## src/rtl/dtmf_host_pkg.sv

```systemverilog
package dtmf_host_pkg;

    localparam int DW       = 4;
    localparam int FLAG_BIT = 2;

    // control A layout: redirect steers the next control write to B
    typedef struct packed {
        logic       redirect;
        logic       irq_en;
        logic [1:0] mode;
    } ctrl_a_t;

    // one decoded host access, valid for one clock
    typedef struct packed {
        logic          wr;
        logic          rd;
        logic          rsel;
        logic [DW-1:0] data;
    } host_acc_t;

    function automatic logic [DW-1:0] status_word(input logic flag);
        logic [DW-1:0] w;
        w           = '0;
        w[FLAG_BIT] = flag;
        return w;
    endfunction

endpackage

```

## src/rtl/dtmf_strobe_sync.sv

```systemverilog
module dtmf_strobe_sync #(
    parameter int W      = 8,
    parameter int STAGES = 2
) (
    input  logic         clk,
    input  logic         rst,
    input  logic [W-1:0] d,
    output logic [W-1:0] q
);
    logic [W-1:0] stg [STAGES];

    for (genvar i = 0; i < STAGES; i++) begin : g_stage
        if (i == 0) begin : g_first
            always_ff @(posedge clk) begin
                if (rst) stg[0] <= '1;
                else     stg[0] <= d;
            end
        end else begin : g_next
            always_ff @(posedge clk) begin
                if (rst) stg[i] <= '1;
                else     stg[i] <= stg[i-1];
            end
        end
    end

    assign q = stg[STAGES-1];
endmodule

```

## src/rtl/dtmf_access_decode.sv

```systemverilog
module dtmf_access_decode
    import dtmf_host_pkg::*;
(
    input  logic          clk,
    input  logic          rst,
    input  logic          cs_n_s,
    input  logic          rd_n_s,
    input  logic          wr_n_s,
    input  logic          rsel_s,
    input  logic [DW-1:0] din_s,
    output host_acc_t     acc
);
    logic          cs_n_d, rd_n_d, wr_n_d, rsel_d;
    logic [DW-1:0] din_d;

    always_ff @(posedge clk) begin
        if (rst) begin
            cs_n_d <= 1'b1;
            rd_n_d <= 1'b1;
            wr_n_d <= 1'b1;
            rsel_d <= 1'b0;
            din_d  <= '0;
        end else begin
            cs_n_d <= cs_n_s;
            rd_n_d <= rd_n_s;
            wr_n_d <= wr_n_s;
            rsel_d <= rsel_s;
            din_d  <= din_s;
        end
    end

    // act on the strobe's return to high; select sampled while it was low
    always_comb begin
        acc.wr   = wr_n_s & ~wr_n_d & ~cs_n_d;
        acc.rd   = rd_n_s & ~rd_n_d & ~cs_n_d;
        acc.rsel = rsel_d;
        acc.data = din_d;
    end
endmodule

```

## src/rtl/dtmf_reg_bank.sv

```systemverilog
module dtmf_reg_bank
    import dtmf_host_pkg::*;
(
    input  logic          clk,
    input  logic          rst,
    input  host_acc_t     acc,
    input  logic          rx_strobe,
    input  logic [DW-1:0] rx_code,
    output logic [DW-1:0] tx_q,
    output ctrl_a_t       ctrl_a_q,
    output logic [DW-1:0] ctrl_b_q,
    output logic [DW-1:0] rx_q,
    output logic          flag_q,
    output logic          irq_n
);
    always_ff @(posedge clk) begin
        if (rst) begin
            tx_q     <= '0;
            ctrl_a_q <= '0;
            ctrl_b_q <= '0;
        end else if (acc.wr) begin
            if (!acc.rsel) begin
                tx_q <= acc.data;
            end else if (ctrl_a_q.redirect) begin
                ctrl_b_q          <= acc.data;
                ctrl_a_q.redirect <= 1'b0;
            end else begin
                ctrl_a_q <= ctrl_a_t'(acc.data);
            end
        end
    end

    always_ff @(posedge clk) begin
        if (rst) begin
            rx_q   <= '0;
            flag_q <= 1'b0;
        end else if (rx_strobe) begin
            rx_q   <= rx_code;
            flag_q <= 1'b1;
        end else if (acc.rd && acc.rsel) begin
            flag_q <= 1'b0;
        end
    end

    assign irq_n = ~(flag_q & ctrl_a_q.irq_en);


    rx_latch_chk: assert property (@(posedge clk) disable iff (rst)
        rx_strobe |=> (flag_q && rx_q == $past(rx_code)));


    tx_load_chk: assert property (@(posedge clk) disable iff (rst)
        (acc.wr && !acc.rsel) |=> tx_q == $past(acc.data));


    redirect_clear_chk: assert property (@(posedge clk) disable iff (rst)
        (acc.wr && acc.rsel && ctrl_a_q.redirect)
            |=> (!ctrl_a_q.redirect && ctrl_b_q == $past(acc.data)));


    status_clear_chk: assert property (@(posedge clk) disable iff (rst)
        (acc.rd && acc.rsel && !rx_strobe) |=> !flag_q);


    tx_hold_chk: assert property (@(posedge clk) disable iff (rst)
        !(acc.wr && !acc.rsel) |=> $stable(tx_q));
endmodule

```

## src/rtl/dtmf_host_port.sv

```systemverilog
module dtmf_host_port
    import dtmf_host_pkg::*;
#(
    parameter int SYNC_STAGES = 2
) (
    input  logic          clk,
    input  logic          rst,
    input  logic          cs_n,
    input  logic          rd_n,
    input  logic          wr_n,
    input  logic          rsel,
    input  logic [DW-1:0] din,
    output logic [DW-1:0] dout,
    output logic          dout_oe,
    output logic          irq_n,
    input  logic          rx_strobe,
    input  logic [DW-1:0] rx_code,
    output logic [DW-1:0] tx_code,
    output logic [DW-1:0] ctrl_a,
    output logic [DW-1:0] ctrl_b
);
    localparam int SW = DW + 4;

    logic [SW-1:0] raw_vec, sync_vec;
    host_acc_t     acc;
    ctrl_a_t       ca_q;
    logic [DW-1:0] rx_q;
    logic          flag_q;
    logic [DW-1:0] rd_word;

    assign raw_vec = {cs_n, rd_n, wr_n, rsel, din};

    dtmf_strobe_sync #(.W(SW), .STAGES(SYNC_STAGES)) u_sync (
        .clk (clk),
        .rst (rst),
        .d   (raw_vec),
        .q   (sync_vec)
    );

    dtmf_access_decode u_dec (
        .clk    (clk),
        .rst    (rst),
        .cs_n_s (sync_vec[SW-1]),
        .rd_n_s (sync_vec[SW-2]),
        .wr_n_s (sync_vec[SW-3]),
        .rsel_s (sync_vec[SW-4]),
        .din_s  (sync_vec[DW-1:0]),
        .acc    (acc)
    );

    dtmf_reg_bank u_regs (
        .clk       (clk),
        .rst       (rst),
        .acc       (acc),
        .rx_strobe (rx_strobe),
        .rx_code   (rx_code),
        .tx_q      (tx_code),
        .ctrl_a_q  (ca_q),
        .ctrl_b_q  (ctrl_b),
        .rx_q      (rx_q),
        .flag_q    (flag_q),
        .irq_n     (irq_n)
    );

    assign ctrl_a  = ca_q;
    assign rd_word = rsel ? status_word(flag_q) : rx_q;
    assign dout_oe = ~cs_n & ~rd_n;
    assign dout    = dout_oe ? rd_word : '0;


    irq_flag_chk: assert property (@(posedge clk) disable iff (rst)
        !irq_n |-> (flag_q && ctrl_a[2]));
endmodule

```

## config.mk

```make
export PLATFORM = sky130hd
export DESIGN_NAME = dtmf_host_port
export DESIGN_NICKNAME = d
export VERILOG_FILES = /design/src/rtl/dtmf_host_pkg.sv /design/src/rtl/dtmf_strobe_sync.sv /design/src/rtl/dtmf_access_decode.sv /design/src/rtl/dtmf_reg_bank.sv /design/src/rtl/dtmf_host_port.sv
export SDC_FILE = /design/constraint.sdc
export NUM_CORES = 1
export LEC_CHECK = 0
export BUFFER_PORTS_ARGS = -buffer_cell sky130_fd_sc_hd__buf_2
export CELL_PAD_IN_SITES_DETAIL_PLACEMENT = 1
export CELL_PAD_IN_SITES_GLOBAL_PLACEMENT = 1
export CORE_UTILIZATION = 30
export CTS_CLUSTER_DIAMETER = 60
export DETAILED_ROUTE_END_ITERATION = 7
export HOLD_SLACK_MARGIN = 0.02
export PLACE_DENSITY = 0.59
export SLEW_MARGIN = 15
export SYNTH_ARGS = -nofsm -noshare
export SYNTH_HDL_FRONTEND = slang
export SYNTH_SLANG_ARGS = --single-unit
```

## constraint.sdc

```tcl
create_clock -name clk -period 1.7 [get_ports clk]
set_clock_uncertainty 0.2 [all_clocks]
set_input_delay 0.34 -clock clk [delete_from_list [all_inputs] [get_ports clk]]
set_output_delay 0.34 -clock clk [all_outputs]
set_load 0.05 [all_outputs]
```

==> results of run 1 <==
[area by class of cell]
type                            instances  area [um2]
Clock buffer                            5       68.82
Multi-Input combinational cell         77       568.0
Clock inverter                          1       5.005
Fill cell                             504        2693
Sequential cell                        41       822.0
Timing Repair Buffer                   35       192.7
Tap cell                               52       65.06
[per-stage QoR]
stage               cells  hold WS, ns
floorplan             123       0.1895
global placement      205       0.1944
detailed placement    205       0.1948
CTS                   211      0.02495
global route          211      0.02738
finish                211      0.02846
[where the power goes]
part           total, mW  internal (mW)  switching (mW)
sequential          1.01          0.995          0.0162
clock              0.576          0.270           0.306
combinational      0.103         0.0505          0.0521
[worst min path at each step]
| stage | startpoint | end |
|---|---|---|
| 2_1_floorplan | u_sync.stg[1][7] | u_dec.cs_n_d |
| 6_report | wr_n | u_sync.stg[0][5] |
| 3_3_place_gp | u_sync.stg[0][3] | u_sync.stg[1][3] |
| 4_1_cts | wr_n | u_sync.stg[0][5] |
| 5_1_grt | wr_n | u_sync.stg[0][5] |
| 3_5_place_dp | u_sync.stg[0][2] | u_sync.stg[1][2] |
[cells in the final DEF, fill, tap and decap left out, drive strengths merged, types with 2 or more instances in the layout]
master / netlist / layout
dfxtp: 41 / 41
a21oi: 2 / 2
nor3: 2 / 2
clkbuf: 3 / 6
nand2: 2 / 2
nor2: 10 / 10
mux2i: 15 / 15
buf: 2 / 34
or2: 19 / 19
nand2b: 11 / 11
nor2b: 5 / 5
and2: 4 / 4
[cells by family (layout without fill, tap and decap cells)]
logic type	count (synthesis)	after routing	synth area share [%]
AO/OA/AOI/OAI	3	3	1.078
buffers and inverters	5	41	1.437
flip-flops	41	41	58.94
multiplexers	15	15	10.78
AND/OR/NAND/NOR	59	59	27.76
[state kept, by name, indices dropped and copies added, names as in the netlist]
register,cells
u_dec.rd_n_d,1
u_regs.rx_q,4
u_regs.ctrl_b_q,4
u_regs.tx_q,4
u_dec.rsel_d,1
u_sync.stg,16
u_dec.cs_n_d,1
u_dec.din_d,4
u_regs.flag_q,1
u_regs.ctrl_a_q,4
u_dec.wr_n_d,1
[metal layers]
| layer | vias to the layer above | share of wire, % | GRT usage (%) |
|---|---|---|---|
| met4 | 0 | 3.3 | 8.667 |
| met1 | 426 | 42 | 13.06 |
| met2 | 21 | 50 | 19.98 |
| met3 | 7 | 4.3 | 3.752 |
| li1 | 469 | - | - |
| met5 | - | 0 | 0 |
[repair_timing]
item / in CTS / in global routing
endpoints found under the setup margin: 4 / 2
cloned: 0 / 0
gates resized for setup: 4 / 3
==> impl_results.md, run 1 <==
* Fraction of layout cells with a size suffix above 1 at 44.03%
* CTS Hold Buffers Added at 0
* Pin count of the biggest net entering global routing at 42
* Slew headroom at 60.70%
* Crit Path Class: input pin to output pin
* Final WS setup at 0.08710 ns
* Arr. time, crit path at 1.07 ns
* WP buf/inv at 2
* Mean routed wirelength per cell at 12.21 um
* Vias at 923
* Syn nets at 138
* PwrDens at 981.9 mW/mm2
* Max incr delay on CP at 0.22 ns
* Synth area leaders: dfxtp_1 59%, mux2i_1 11%, or2_2 8.5%
* Worst slack at placement at -0.1402 ns
* Die Height at 70.13 um
* Number of detailed-route iterations in the first pass at 3
* Gpl congestion at 0.6544
* Final Cycle Share at 94.88%
* Crit path max fanout at 4
* Yosys warning total at 0
* Antenna violations before repair at 0
* Fin crit period at 1.613 ns
* Reg2reg end: u_regs.tx_q[1]
* H-Tree Depth at 2
* Vias/cell at 4.374
* Synth cell count leaders: 41 x dfxtp_1, 19 x or2_2, 15 x mux2i_1
* Synthesized area at 0.001393 mm2
* Fin Setup TNS at 0 ns
* Overflow after GRT at 0
* Top-count cell post-synth: dfxtp_1
* EDFF count, synth at 0
* Core area at 0.004414 mm2
* Yosys reg bits at 41
* Peak VDD IR at 0.5120 mV
* Yosys cell types at 21
* All-Layer GR Usage at 12.10%
* Initial DRC count at 31
* Average size of a mapped cell at 11.32 um2
* Max Fclk at 0.6200 GHz
* Crit path capture type: output pin
* Pwr Total at 1.691 mW
* Worst min-delay path class: input pin to flop
* Status: completed
* Worst flop-to-flop path startpoint: u_dec.wr_n_d
* # DRC at 0
* Asr flop ratio synth at 0%
* Leakage power at 0.7299 nW
* Clk buf depth at 2
* Area Overhead vs Synth at 23.63%
* Die W at 70.13 um
* Post-synth top flop: dfxtp_1
* Antenna Nets Post-Route at 0
* Total wire length at 2577 um
* Finished Core Util at 39.00%
* IO Port Bufs at 32
* Postcts setup bufs at 0
* Nets at 175
* R2R depth at 3
* Type of origin of the critical path: input pin
* Share of the synthesized area in the top cell type at 58.94%
* CP Cell Sequence: buf_2, nor3_4, and2_1, clkbuf_4
* Clk Latency, worst-skew pair at 0.29 ns
* Placed inst area at 0.001625 mm2
* R2r setup slk at 0.24 ns
* HPWL Detailed at 1826 um
* # setup viols final at 0
* Largest area contributor in the netlist: dfxtp_1
* CP required at 1.16 ns
* Num ports at 33
* CP Depth at 4
* Hold Path Stages at 2
* Root Buffer: clkbuf_8
* Critical path's slowest cell: clkbuf_4
* Row cnt at 24
* Crit path to: dout[0]
* Final Hold Fails at 0
* Cell count after synthesis at 123
* CTS tree: done
* Cts bufs inserted at 5
* Clock sinks at 41
* RSZ-0062 raised after global routing: no
* Vias in the first global route at 954
* Antenna diodes at 0
* Die ar. at 0.004918 mm2
* Register area share after synthesis at 58.94%
* Final instance area at 0.001722 mm2
* MaxCap Viol Count at 0
* Clk slew on worst S/H paths at 0.07 ns
* First-pass GRT wire length at 4367 um
* Final Max Tran Viols at 0
* Setup crit start: cs_n
* Slew @ Worst Pin at 0.5895 ns
* Initial Util at 31.55%
* Delay-heaviest family, CP: simple AND/OR/NAND/NOR gates
Note: power is estimated with default switching activity, not from simulation.
==> run 2, diff against run 1 <==
--- a/config.mk
+++ b/config.mk
@@ -6,13 +6,11 @@
 export NUM_CORES = 1
 export LEC_CHECK = 0
 export BUFFER_PORTS_ARGS = -buffer_cell sky130_fd_sc_hd__buf_2
-export CELL_PAD_IN_SITES_DETAIL_PLACEMENT = 1
-export CELL_PAD_IN_SITES_GLOBAL_PLACEMENT = 1
 export CORE_UTILIZATION = 30
 export CTS_CLUSTER_DIAMETER = 60
 export DETAILED_ROUTE_END_ITERATION = 7
 export HOLD_SLACK_MARGIN = 0.02
-export PLACE_DENSITY = 0.59
+export PLACE_DENSITY = 0.49
 export SLEW_MARGIN = 15
 export SYNTH_ARGS = -nofsm -noshare
 export SYNTH_HDL_FRONTEND = slang
==> impl_results.md, run 2 (synthesis results as in run 1) <==
* RSZ-0062 raised after global routing: no
* Final WS setup at 0.07244 ns
* IO Port Bufs at 32
* Nets at 176
* Vias at 890
* Die Height at 70.13 um
* Commonest non-fill, non-tap cells in the layout: 41 x dfxtp_1, 31 x buf_2, 19 x or2_2, 15 x mux2i_1, 11 x nand2b_1
* Gpl congestion at 0.6932
* Final Hold Fails at 0
* Antenna violations before repair at 0
* Leakage power at 0.7327 nW
* Area Overhead vs Synth at 23.54%
* Crit Path Class: input pin to output pin
* Worst min-delay path class: input pin to flop
* Crit path max fanout at 3
* Fin Setup TNS at 0 ns
* H-Tree Depth at 2
* Overflow after GRT at 0
* All-Layer GR Usage at 9.893%
* Final Cycle Share at 95.74%
* Initial Util at 31.55%
* Vias in the first global route at 817
* Type of origin of the critical path: input pin
* Slew headroom at 58.58%
* Max reg flops at 16
* CTS Hold Buffers Added at 0
* Die ar. at 0.004918 mm2
* Clk buf depth at 2
* Largest Register: u_sync.stg
* Crit path capture type: output pin
* Status: completed
* Die W at 70.13 um
* Clk slew on worst S/H paths at 0.07 ns
* Clk Latency, worst-skew pair at 0.28 ns
* First-pass GRT wire length at 3788 um
* Initial DRC count at 64
* Arr. time, crit path at 1.09 ns
* Row cnt at 24
* PwrDens at 989.7 mW/mm2
* Worst slack at placement at -0.03394 ns
* Final Max Tran Viols at 0
* # setup viols final at 0
* Fin crit period at 1.628 ns
* Total wire length at 2261 um
* Pin count of the biggest net entering global routing at 44
* Placed inst area at 0.001633 mm2
* Num ports at 33
* Clock sinks at 41
* Antenna Nets Post-Route at 0
* Pwr Total at 1.703 mW
* Mean routed wirelength per cell at 10.57 um
* Max Fclk at 0.6144 GHz
* Peak VDD IR at 0.4524 mV
* HPWL Detailed at 1565 um
* Vias/cell at 4.159
* Root Buffer: clkbuf_8
* Slew @ Worst Pin at 0.6213 ns
* Number of detailed-route iterations in the first pass at 2
* Commonest non-fill, non-tap cell in the layout: dfxtp_1
* Fraction of layout cells with a size suffix above 1 at 42.59%
* # DRC at 0
* Antenna diodes at 0
* Final instance area at 0.001720 mm2
* MaxCap Viol Count at 0
* CP required at 1.16 ns
* CTS tree: done
* Core area at 0.004414 mm2
* Cts bufs inserted at 5
-- run 2: cell types whose count changed in the layout (fill, tap and decap cells not counted), sizes merged --
cell    change
clkinv      -1
buf         +2
clkbuf      +2
-- run 2: layout make-up --
type	count	area [um2]
fillers	445	2694
flip-flops and latches	41	820.8
multi-input cells	77	561.8
repair buffers	36	192.7
clock buffers	8	80.08
well taps	52	65.06
-- run 2: worst paths after layout --
| kind | slack, ns | end | cells past startpoint | start |
|---|---|---|---|---|
| max | 0.07 | dout[3] | 4 | rsel |
| min | 0.04 | u_sync.stg[0][1] | 2 | din[1] |
| max reg2reg | 0.26 | u_regs.tx_q[0] | 3 | u_dec.wr_n_d |
| min reg2reg | 0.21 | u_sync.stg[1][2] | 1 | u_sync.stg[0][2] |
-- run 2: where the power goes --
group          switching [mW]  total, mW  internal (mW)
registers              0.0149       1.01          0.995
clock network           0.300      0.592          0.292
logic                  0.0501      0.101         0.0509
-- run 2: layer usage --
| metal | share of wire (%) | vias up | global-route usage (%) | wire length, um |
|---|---|---|---|---|
| met5 | 0 | - | 0 | 0 |
| met1 | 51 | 393 | 13.02 | 1146 |
| li1 | - | 470 | - | - |
| met3 | 5.5 | 5 | 3.463 | 125 |
| met2 | 43 | 22 | 14.42 | 963 |
| met4 | 1.2 | 0 | 4.667 | 27 |
-- run 2: per-stage QoR --
stage                     utilization, %  instances  hold slack [ns]
after floorplan                        -        123           0.1895
after global placement             36.99        206           0.1959
after detailed placement           36.99        206           0.1936
after CTS                          38.92        214          0.02936
after global routing               38.97        214          0.02846
final                              38.97        214          0.03949
-- run 2: timing repair --
| action | in CTS | in global routing |
|---|---|---|
| setup buffers | 0 | 0 |
| gates resized for setup | 1 | 2 |
| setup endpoints to repair | 3 | 1 |
-- run 2: critical path: stages --
cell and delay [ns]:
buf_2 0.11, nor3_2 0.23, and2_1 0.15, buf_2 0.25
